--- config.mk ---
export PLATFORM = sky130hd
export DESIGN_NAME = fair_irq_arb
export DESIGN_NICKNAME = d
export VERILOG_FILES = /design/src/rtl/fair_arb_pkg.sv /design/src/rtl/fa_pick.sv /design/src/rtl/fa_mask.sv /design/src/rtl/fair_irq_arb.sv
export SDC_FILE = /design/constraint.sdc
export NUM_CORES = 1
export LEC_CHECK = 0
export BUFFER_PORTS_ARGS = -buffer_cell sky130_fd_sc_hd__buf_2
export CAP_MARGIN = 20
export CORE_MARGIN = 2
export CORE_UTILIZATION = 50
export CTS_CLUSTER_DIAMETER = 150
export DETAILED_ROUTE_END_ITERATION = 16
export PLACE_DENSITY = 0.73
export SLEW_MARGIN = 10
export SYNTH_ARGS = -nofsm -noshare
export SYNTH_HDL_FRONTEND = slang
export SYNTH_SLANG_ARGS = --single-unit
--- constraint.sdc ---
create_clock -name clk_i -period 2.6 [get_ports clk_i]
set_clock_uncertainty 0.05 [all_clocks]
set_input_delay 0.13 -clock clk_i [delete_from_list [all_inputs] [get_ports clk_i]]
set_output_delay 0.13 -clock clk_i [all_outputs]
set_load 0.02 [all_outputs]
--- src/rtl/fair_arb_pkg.sv ---
package fair_arb_pkg;
  typedef enum logic {ST_IDLE = 1'b0, ST_GRANT = 1'b1} arb_state_e;
endpackage

--- src/rtl/fa_pick.sv ---
module fa_pick #(
  parameter int unsigned N_CH  = 8,
  parameter int unsigned IDX_W = $clog2(N_CH)
) (
  input  logic [N_CH-1:0]  vec_i,
  output logic [N_CH-1:0]  onehot_o,
  output logic [IDX_W-1:0] idx_o,
  output logic             any_o
);
  logic [N_CH:0] seen;
  assign seen[0] = 1'b0;

  for (genvar i = 0; i < N_CH; i++) begin : g_chain
    assign onehot_o[i] = vec_i[i] & ~seen[i];
    assign seen[i+1]   = seen[i] | vec_i[i];
  end

  assign any_o = seen[N_CH];

  always_comb begin
    idx_o = '0;
    for (int i = 0; i < N_CH; i++) begin
      if (onehot_o[i]) idx_o = IDX_W'(i);
    end
  end
endmodule

--- src/rtl/fa_mask.sv ---
module fa_mask #(
  parameter int unsigned N_CH = 8
) (
  input  logic            clk_i,
  input  logic            rst_ni,
  input  logic [N_CH-1:0] req_i,
  input  logic            upd_i,
  input  logic [N_CH-1:0] win_i,
  output logic [N_CH-1:0] elig_o
);
  logic [N_CH-1:0] served_q;
  logic [N_CH-1:0] fresh;
  logic            wrap;

  assign fresh  = req_i & ~served_q;
  assign wrap   = ~|fresh;
  // new round starts in the same cycle the old one runs dry
  assign elig_o = wrap ? req_i : fresh;

  always_ff @(posedge clk_i or negedge rst_ni) begin
    if (!rst_ni) begin
      served_q <= '0;
    end else if (upd_i) begin
      served_q <= (wrap ? '0 : served_q) | win_i;
    end
  end
endmodule

--- src/rtl/fair_irq_arb.sv ---
module fair_irq_arb
  import fair_arb_pkg::*;
#(
  parameter int unsigned N_CH  = 8,
  parameter int unsigned IDX_W = $clog2(N_CH)
) (
  input  logic             clk_i,
  input  logic             rst_ni,
  input  logic [N_CH-1:0]  req_i,
  input  logic             done_i,
  output logic             gnt_valid_o,
  output logic [IDX_W-1:0] gnt_idx_o
);
  arb_state_e      state_q;
  logic [N_CH-1:0] elig;
  logic [N_CH-1:0] win;
  logic [IDX_W-1:0] win_idx;
  logic            win_any;
  logic            arb_en;
  logic [IDX_W-1:0] idx_q;

  assign arb_en = (state_q == ST_IDLE);

  fa_mask #(.N_CH(N_CH)) u_mask (
    .clk_i  (clk_i),
    .rst_ni (rst_ni),
    .req_i  (req_i),
    .upd_i  (arb_en),
    .win_i  (win),
    .elig_o (elig)
  );

  fa_pick #(.N_CH(N_CH), .IDX_W(IDX_W)) u_pick (
    .vec_i    (elig),
    .onehot_o (win),
    .idx_o    (win_idx),
    .any_o    (win_any)
  );

  always_ff @(posedge clk_i or negedge rst_ni) begin
    if (!rst_ni) begin
      state_q <= ST_IDLE;
      idx_q   <= '0;
    end else begin
      case (state_q)
        ST_IDLE: if (win_any) begin
          state_q <= ST_GRANT;
          idx_q   <= win_idx;
        end
        ST_GRANT: if (done_i) state_q <= ST_IDLE;
        default: state_q <= ST_IDLE;
      endcase
    end
  end

  assign gnt_valid_o = (state_q == ST_GRANT);
  assign gnt_idx_o   = idx_q;
endmodule

## Yosys cells after proc, flatten, opt, wreduce, memory -nomap -nowiden

Cells that the tools add are included.

- Multiplexer cells: 12
- Reductions and logical operators: 2
- Bitwise gates (word level): 25

Operators by type and width:

| cell | number |
|---|---|
| 2-to-1 mux 3 bit | 6 |
| 2-to-1 mux 8 bit | 2 |
| AND 8 bit | 1 |
| inverter 1 bit | 8 |
| inverter 8 bit | 1 |
| OR 8 bit | 1 |
| OR reduction 8 bit | 1 |
| AND 1 bit | 7 |
| OR 1 bit | 7 |
| 2-to-1 mux 1 bit | 3 |
| one-hot mux 1 bit (2 select lines) | 1 |
| AND reduction 2 bit | 1 |

- Flip-flop bits (word level): 12
- Word-level logic and storage cells: 42
- Bits of input ports: 11

## Depth between registers and ports, before layout

Gate-level depths: netlist (run 1).

- Depth after elaboration: 13
- Mapped depth: 6
- Depth with buffers taken out: 6

## Cells and area by module

From an unflattened synthesis (run 1), not the netlist that was laid out.

- Cell total of the unflattened synthesis: 88
- Area total of the unflattened synthesis: 788.3 µm²

By module, submodules not included:

| module | cells each | area an instance (µm²) | times used |
|---|---|---|---|
| fa_mask | 56 | 467.9 | 1 |
| fair_irq_arb | 10 | 170.2 | 1 |
| fa_pick | 22 | 150.1 | 1 |

## Worst setup path before layout (run 1)

No wires, ideal clock.

- Kind: reg-to-reg
- Start point: register u_mask.served_q[3]
- End point: register u_mask.served_q[4]
- Setup slack: 0.755 ns
- Arrival time: 1.674 ns
- Required time: 2.429 ns
- Buffers on the path: 1
- Library setup time: 0.121 ns
- Cell stages (with the launch flop): 6
- Cells stage by stage: dfrtp_1 -> and2b_1 -> or4_4 -> or3_1 -> buf_6 -> a22o_1

- Longest elaborated chain between the ends: 10
- Elaborated cells on any way between the ends: 11
- Those cells by class: mux (2); bitwise (8); reduce/logical (1)

Ends and longest elaborated chain:

| element | line | source |
|---|---|---|
| from (decl) | fa_mask.sv:11 | `logic [N_CH-1:0] served_q;` |
| from (signal assigned) | fa_mask.sv:24 | `served_q <= (wrap ? '0 : served_q) \| win_i;` |
| inverter 8 bit (*) | fa_mask.sv:15 | `assign fresh = req_i & ~served_q;` |
| AND 8 bit (*) | fa_mask.sv:15 |  |
| OR reduction 8 bit | fa_mask.sv:16 | `assign wrap = ~\|fresh;` |
| 2-to-1 mux 8 bit | fa_mask.sv:18 | `assign elig_o = wrap ? req_i : fresh;` |
| OR 1 bit (3 in a row) | fa_pick.sv:15 | `assign seen[i+1] = seen[i] \| vec_i[i];` |
| inverter 1 bit | fa_pick.sv:14 | `assign onehot_o[i] = vec_i[i] & ~seen[i];` |
| AND 1 bit | fa_pick.sv:14 |  |
| OR 8 bit (*) | fa_mask.sv:24 |  |

Every way passes the cells marked *; elsewhere a longest branch is shown, timed or not.
A chain may end at the register's enable or synchronous reset.

## Worst setup path after layout (run 1)

- Start point: register u_mask.served_q[3]
- End point: register u_mask.served_q[6]

- Longest elaborated chain between the ends: 12
- Elaborated cells on any way between the ends: 13
- Those cells by class: mux (2); bitwise (10); reduce/logical (1)

Ends and longest elaborated chain:

| element | line |
|---|---|
| inverter 8 bit (*) | fa_mask.sv:15 |
| AND 8 bit (*) | fa_mask.sv:15 |
| OR reduction 8 bit | fa_mask.sv:16 |
| 2-to-1 mux 8 bit | fa_mask.sv:18 |
| OR 1 bit (5 in a row) | fa_pick.sv:15 |
| inverter 1 bit | fa_pick.sv:14 |
| AND 1 bit | fa_pick.sv:14 |
| OR 8 bit (*) | fa_mask.sv:24 |

Marked as above.

==> PnR_summary.wiki, run 1 <==
{| class="wikitable"
! Metric !! Value
|-
| Outcome || completed
|-
| Clock latency of the later-clocked register in the worst-skew pair || 0.28 ns
|-
| Total wire length || between 1500 and 2000 um
|-
| Worst Path Required || ~2.7 ns
|-
| Via count normalized by instance count || ~5.8
|-
| Setup slack of the worst register-to-register path || ~0.62 ns
|-
| Clock network fraction of design power || 15.6%
|-
| Final total power || between 0.9 and 1 mW
|-
| Logic gate share of total power || a little under half
|-
| Storage cell area || roughly 300 um2
|-
| Number of buffers between clock root and the deepest sink || 2
|-
| Largest cells by area after synthesis || dfrtp_1, o21ai_0, nand2_1
|-
| Most frequent cells in the layout || buf_2, dfrtp_1, o21ai_0
|-
| Launch point of the worst hold path || req_i[4]
|-
| Fin crit period || around 2.0 ns
|-
| CTS Buf Count || 3
|-
| Number of buffers inserted by hold repair at cts || 2
|-
| Count of cell types in the netlist || 33
|-
| Gp weighted congestion || between 0.8 and 0.9
|-
| Global-route total usage across every layer || between 20% and 30%
|-
| Max capacitance violation total || 0
|-
| Utilization after layout || 61.0%
|-
| Detail-routed net length per standard cell || ~13 um
|-
| Number of instances in the synthesized netlist || 85
|-
| Slew Limit Fails || 0
|-
| Most common cell after layout, fill and taps aside || buf_2
|-
| Number of standard cells in the final layout excluding fillers || approximately 120
|-
| Number of DRC violations after detailed routing || 0
|-
| Final Hold Violating Endpoints || 0
|-
| Number of warning messages in the yosys log || 0
|-
| Capturing element type of the critical path || flip-flop
|-
| Period Utilization, post-route || 76.0%
|-
| Syn Std Cell Area || 773 um2
|-
| Effective utilization at floorplan || 52.6%
|-
| Final sum of negative setup slack || 0 ns
|-
| Number of gates resized after cts || 0
|-
| P per Cell Area || ~1000 mW/mm2
|-
| Type of the worst setup path || reg -> reg
|-
| Sw frac || between 30% and 40%
|-
| Root buffer cell || clkbuf_4
|-
| Pin slew with the least headroom to its limit || 0.468 ns
|-
| Fraction of layout cells with a size suffix above 1 || 27.2%
|-
| Synth top area share || slightly below 40%
|-
| Synthesized flop and latch total || 12
|-
| Core footprint || approximately 0.0015 mm2
|-
| Total number of vias || between 600 and 700
|-
| Mean cell area of the mapped netlist || 9.10 um2
|-
| Multi-input gate area in the final layout || around 440 um2
|-
| Post-DP HPWL || approximately 1200 um
|-
| Setup violations, final || 0
|-
| Die area || 0.00188 mm2
|-
| Filler cell count || between 100 and 150
|-
| CP Max Fanout || 7
|-
| Hold depth || 2
|-
| Number of diodes added for antenna fixing || 0
|-
| Grt total ovfl || 0
|-
| Post-Syn Nets || between 90 and 100
|-
| Endpoint with the worst hold slack || u_mask.served_q[4]$_DFFE_PN0N_
|-
| Via count of the first global-routing pass || roughly 660
|-
| Setup repair after global routing missed its margin || no
|-
| Count of input and output buffers || 14
|-
| Max VDD drop || between 0.5 and 0.6 mV
|-
| Wire length of the first global-routing pass || 2790 um
|-
| Timing-limited maximum frequency || 506 MHz
|-
| R2R depth || 4
|-
| Signal arrival time at the worst endpoint || 2.10 ns
|-
| Level count of the clock H-tree || 1
|-
| Die span in y || 43.3 um
|-
| I/O Pins || 15
|-
| Area growth from synthesis to layout || 16.0%
|-
| Leakage || ~0.42 nW
|-
| Final net count || around 120
|-
| TritonCTS sink count || 12
|-
| Internal power summed over all cells || about 0.56 mW
|-
| Initial antenna violation count || 0
|-
| Count of buffers added by post-CTS timing repair for setup || 0
|-
| TritonRoute pass-1 iters || 4
|-
| Switching component of the power || around 0.37 mW
|-
| Cell Count Post-Placement || 113
|-
| Row count || 14
|-
| Critical register-to-register path startpoint || u_mask.served_q[3]$_DFFE_PN0N_
|-
| Seq/Total Area, Yosys || 38.8%
|-
| Share of power burned in registers || roughly 37%
|-
| Antenna Nets Post-Route || 0
|-
| Maximum number of pins on one net before global-route repair || 13
|-
| Clock tree from TritonCTS || built
|-
| Starting DRC count in detailed routing || 7
|-
| Slew headroom || 68.5%
|-
| Crit start category || flip-flop
|-
| Summed area of non-filler cells in the final layout || between 800 and 900 um2
|-
| Dominant cell type by area after synthesis || dfrtp_1
|-
| Clock transition time at the flip-flop clock pins of the worst setup and hold paths || ~0.07 ns
|-
| X dimension of the die || roughly 43 um
|-
| Terminus of the critical flop-to-flop path || u_mask.served_q[6]$_DFFE_PN0N_
|-
| Placed cell area || between 800 and 900 um2
|-
| Worst min-delay path category || in -> reg
|}
power groups by stage:
stage / Sequential (mW) / Clock, mW / Combinational, mW
after floorplan: 0.354 / 0 / 0.321
after global placement: 0.341 / 0 / 0.438
after detailed placement: 0.344 / 0 / 0.442
after CTS: 0.340 / 0.151 / 0.448
after global routing: 0.355 / 0.158 / 0.499
final: 0.341 / 0.145 / 0.445
through the flow:
| step | hold slack (ns) | setup WS (ns) |
|---|---|---|
| 2_1_floorplan | -0.216 | 0.755 |
| 3_3_place_gp | -0.0327 | 0.703 |
| 3_5_place_dp | -0.0347 | 0.653 |
| 4_1_cts | 0.0370 | 0.638 |
| 5_1_grt | 0.0535 | 0.565 |
| 6_report | 0.0425 | 0.624 |
flip-flops by register name (all words and copies together), names as in the netlist:
register / cells
gnt_idx_o: 3
gnt_valid_o: 1
u_mask.served_q: 8
worst max-delay path by stage:
stage                                         from                        endpoint  cells past startpoint
finish              u_mask.served_q[3]$_DFFE_PN0N_  u_mask.served_q[6]$_DFFE_PN0N_                      4
CTS                 u_mask.served_q[3]$_DFFE_PN0N_  u_mask.served_q[4]$_DFFE_PN0N_                      4
floorplan           u_mask.served_q[3]$_DFFE_PN0N_  u_mask.served_q[4]$_DFFE_PN0N_                      5
global placement    u_mask.served_q[5]$_DFFE_PN0N_  u_mask.served_q[7]$_DFFE_PN0N_                      6
global route        u_mask.served_q[3]$_DFFE_PN0N_  u_mask.served_q[4]$_DFFE_PN0N_                      4
detailed placement  u_mask.served_q[3]$_DFFE_PN0N_  u_mask.served_q[6]$_DFFE_PN0N_                      4
critical path, cell delays in order (launching register included):
cell	delay, ns
dfrtp_1	0.38
and2b_1	0.21
or4_4	0.49
or3_1	0.46
a22o_1	0.28
cells by family (layout without fill, tap and decap cells):
kind of cell / after synthesis / in the layout / share of synthesized area, %
flops: 12 / 12 / 38.8
buf+inv: 6 / 24 / 4.85
simple gates: 36 / 36 / 26.9
compound gates: 31 / 31 / 29.5
final cells by class:
type / count / area share (%)
Multi-Input combinational cell: 67 / 48.5
Inverter: 4 / 1.67
Tap cell: 16 / 2.23
Timing Repair Buffer: 16 / 10.0
Sequential cell: 12 / 33.5
Clock buffer: 4 / 4.04
synthesized netlist by cell type:
library cell	count
o21ai_2	1
a32o_1	1
nand3_1	3
or2_2	2
or3_1	1
inv_1	4
or2b_2	2
nor2b_4	1
and4_1	1
o21a_1	2
o32a_1	1
o2111ai_2	1
and3_1	1
nor2b_1	1
nand2b_1	2
o41ai_1	1
or4_4	1
and2b_1	1
nand2_1	9
nor2_1	6
nor4_1	2
a21oi_1	3
a221o_2	1
dfrtp_1	12
a31oi_1	2
and2b_2	1
o22a_1	2
a22o_1	3
buf_6	2
o21ai_0	10
and2_1	2
o311ai_0	2
o211a_1	1
layer usage:
metal,global-route usage [%],part of all wire (%),wire length [um],up-vias
met2,32.5,47,719,12
li1,-,-,-,355
met1,24.5,48,733,322
met4,9.09,1.2,19,0
met5,0,0,0,-
met3,6.38,4.3,66,4
Note: power is estimated with default switching activity, not from simulation.
==> run 2: changes to the inputs <==
Settings changed: ABC_AREA from default to 1.
Clock period 2.6 ns to 1.9 ns, I/O delays scaled along.
==> run 2 against run 1 <==
Against the previous run:
- routed wire length increased by 16%
- flip-flop and latch count unchanged
- power increased by 95%
- cell area increased by 13%
- clock-buffer cell count unchanged
- combinational power increased to 2.6 times the previous value
- sequential share of layout area decreased by 3.9 points
- non-clock buffer count increased by 4
- worst setup slack got worse by 0.59 ns
- global-route usage decreased by 1.4 points
- clock power increased by 43%
- fmax increased by 6.1%
- largest cell class unchanged
==> PnR_summary.wiki, run 2 <==
{| class="wikitable"
! Metric !! Value
|-
| Maximum number of pins on one net before global-route repair || 14 (+1)
|-
| Worst Path Required || 2.04 ns (-0.68 ns)
|-
| CTS Buf Count || 3 (unchanged)
|-
| Share of power burned in registers || 25.8% (-11 points)
|-
| Worst min-delay path category || in -> reg
|-
| Slew Limit Fails || 0 (unchanged)
|-
| Synth top area share || 39.6% (+0.77 points)
|-
| Max VDD drop || 0.900 mV (+52%)
|-
| Utilization after layout || 69.0% (+8.0 points)
|-
| Endpoint of the worst setup timing path || u_mask.served_q[7]$_DFFE_PN0N_
|-
| Summed area of non-filler cells in the final layout || 0.00101 mm2 (+13%)
|-
| Most common flop cell mapped by yosys || dfrtp_1
|-
| Die span in y || 42.9 um (-0.89%)
|-
| Most common cell after layout, fill and taps aside || nand2_1
|-
| CP Max Fanout || 8 (+1)
|-
| TritonCTS sink count || 12 (unchanged)
|-
| Async set-or-reset flop fraction in the synthesized netlist || 100% (unchanged)
|-
| Timing-limited maximum frequency || 537 MHz (+6.1%)
|-
| Clock tree from TritonCTS || built
|-
| Outcome || completed
|-
| Detail-routed net length per standard cell || 11.9 um (-7.8%)
|-
| Effective utilization at floorplan || 51.5% (-1.0 points)
|-
| Wire length of the first global-routing pass || 2560 um (-8.4%)
|-
| Area growth from synthesis to layout || 33.8%
|-
| Signal arrival time at the worst endpoint || 2.00 ns (-0.10 ns)
|-
| Grt total ovfl || 0 (unchanged)
|-
| Level count of the clock H-tree || 1 (unchanged)
|-
| TritonRoute pass-1 iters || 4 (unchanged)
|-
| Number of DRC violations after detailed routing || 0 (unchanged)
|-
| Core footprint || 0.00147 mm2 (unchanged)
|-
| Number of warning messages in the yosys log || 0 (unchanged)
|-
| Max capacitance violation total || 0 (unchanged)
|-
| Via count of the first global-routing pass || 630 (-4.8%)
|-
| R2R depth || 11 (+7)
|-
| Largest cells by area after synthesis || dfrtp_1, nand2_1, inv_1
|-
| Syn Std Cell Area || 758 um2 (-1.9%)
|-
| Setup violations, final || 0 (unchanged)
|-
| Period Utilization, post-route || 98.0% (+22 points)
|-
| Seq/Total Area, Yosys || 39.6% (+0.77 points)
|-
| Clock transition time at the flip-flop clock pins of the worst setup and hold paths || 0.08 ns (about the same)
|-
| Logic gate share of total power || 62.8% (+15 points)
|-
| Global-route total usage across every layer || 18.7% (-1.4 points)
|-
| Via count normalized by instance count || 5.33 (-8.5%)
|-
| Pin slew with the least headroom to its limit || 0.414 ns (-0.0537 ns)
|-
| Gp weighted congestion || 0.920 (+4.2%)
|-
| P per Cell Area || 1790 mW/mm2 (+73%)
|-
| Sw frac || 49.5% (+9.7 points)
|-
| Slew headroom || 72.3% (+3.8 points)
|-
| Switching component of the power || 0.901 mW (+140%)
|-
| Number of diodes added for antenna fixing || 0 (unchanged)
|-
| Number of buffers between clock root and the deepest sink || 2 (unchanged)
|-
| Die area || 0.00184 mm2 (-1.8%)
|-
| Setup slack of the worst register-to-register path || 0.04 ns (-0.59 ns)
|-
| Most frequent cells in the layout || nand2_1, inv_1, buf_2
|-
| Count of input and output buffers || 14 (unchanged)
|-
| Terminus of the critical flop-to-flop path || u_mask.served_q[7]$_DFFE_PN0N_
|-
| Total number of vias || 799 (+15%)
|-
| X dimension of the die || 42.9 um (-0.89%)
|-
| Final Hold Violating Endpoints || 0 (unchanged)
|-
| Fraction of layout cells with a size suffix above 1 || 33.6% (+6.4 points)
|-
| Final net count || 146 (+27%)
|-
| Count of flip-flops with a built-in enable after synthesis || 0 (unchanged)
|-
| Post-DP HPWL || 1200 um (-2.0%)
|-
| Max FFs per register || 8 (unchanged)
|-
| Setup crit start || u_mask.served_q[0]$_DFFE_PN0N_
|-
| Dominant cell type by area after synthesis || dfrtp_1
|-
| Count of cell types in the netlist || 20 (-39%)
|-
| Fin crit period || 1.86 ns (-0.114 ns)
|-
| Initial antenna violation count || 0 (unchanged)
|-
| Clock latency of the later-clocked register in the worst-skew pair || 0.28 ns (about the same)
|-
| Root buffer cell || clkbuf_4
|-
| Antenna Nets Post-Route || 0 (unchanged)
|-
| Critical register-to-register path startpoint || u_mask.served_q[0]$_DFFE_PN0N_
|-
| Type of the worst setup path || reg -> reg
|-
| Mean cell area of the mapped netlist || 6.83 um2 (-25%)
|-
| Number of instances in the synthesized netlist || 111 (+31%)
|-
| Register with the most flip-flops || u_mask.served_q
|-
| I/O Pins || 15 (unchanged)
|-
| Library cell with the highest instance count after synthesis || nand2_1
|-
| Internal power summed over all cells || 0.920 mW (+64%)
|-
| Clock network fraction of design power || 11.4% (-4.2 points)
|-
| Placed cell area || 845 um2 (+0.45%)
|-
| Leakage || 0.586 nW (+39%)
|-
| Synthesized flop and latch total || 12 (unchanged)
|-
| Row count || 14 (unchanged)
|-
| Total wire length || 1790 um (+16%)
|-
| Starting DRC count in detailed routing || 20 (+13)
|-
| Synth cell count leaders || nand2_1, inv_1, dfrtp_1, nor2_1, a21oi_1
|-
| Crit start category || flip-flop
|-
| Setup repair after global routing missed its margin || yes
|-
| Capturing element type of the critical path || flip-flop
|-
| Post-Syn Nets || 122 (+27%)
|}
run 2: power groups by stage:
stage	registers, mW	clock network, mW	logic (mW)
after global routing	0.489	0.222	1.26
after floorplan	0.495	0	0.680
after CTS	0.463	0.209	0.907
after detailed placement	0.465	0	0.899
after global placement	0.464	0	0.879
final	0.470	0.208	1.14
run 2: routing by layer:
metal	routed length (um)	global-route usage [%]	vias to the layer above
met5	0	0	-
met4	44	9.09	0
met3	110	2.98	7
met2	867	30.0	34
met1	763	24.5	359
li1	-	-	399
run 2: timing repair:
item	CTS	global route
gates resized for setup	0	23
hold buffers	2	0
setup endpoints to repair	0	3
hold endpoints to repair	13	0
setup buffers	0	4
run 2: worst min path at each step:
stage	cells past startpoint	slack, ns	startpoint	endpoint
6_report	3	0.10	req_i[0]	u_mask.served_q[0]$_DFFE_PN0N_
5_1_grt	3	0.11	req_i[0]	u_mask.served_q[0]$_DFFE_PN0N_
4_1_cts	3	0.05	req_i[0]	u_mask.served_q[0]$_DFFE_PN0N_
3_5_place_dp	1	-0.05	rst_ni	u_mask.served_q[0]$_DFFE_PN0N_
3_3_place_gp	1	-0.06	rst_ni	u_mask.served_q[0]$_DFFE_PN0N_
2_1_floorplan	0	-0.25	rst_ni	gnt_idx_o[0]$_DFFE_PN0P_
run 2: final cells by class:
cell class	count	area (um2)
Clock buffer	4	36.3
Fill cell	123	457
Inverter	16	60.1
Multi-Input combinational cell	82	478
Sequential cell	12	300
Tap cell	16	20.0
Timing Repair Buffer	20	120
run 2: worst max-delay path: stages (launching register included):
cell     delay [ns]
dfrtp_1        0.38
inv_1          0.08
nand2_1        0.08
nand2_2        0.10
nor2_4         0.05
nand2_4        0.15
nand2_4        0.08
nand2_4        0.10
nand4_1        0.16
nor2_2         0.17
nand4_1        0.16
a22oi_1        0.21
run 2: metrics by stage:
step | power, mW | setup WS [ns] | TNS, ns | std cells | hold WS, ns
after floorplan | 1.18 | 0.316 | 0 | 111 | -0.251
after global placement | 1.34 | 0.158 | 0 | 140 | -0.0603
after detailed placement | 1.36 | 0.132 | 0 | 140 | -0.0546
after CTS | 1.58 | 0.123 | 0 | 146 | 0.0501
after global routing | 1.97 | -0.0396 | -0.122 | 150 | 0.105
final | 1.82 | 0.0382 | 0 | 150 | 0.103
run 2: logic make-up after synthesis:
group,after synthesis,share of synthesized area [%]
simple gates,69,40.8
flops,12,39.6
compound gates,13,11.2
buf+inv,17,8.42
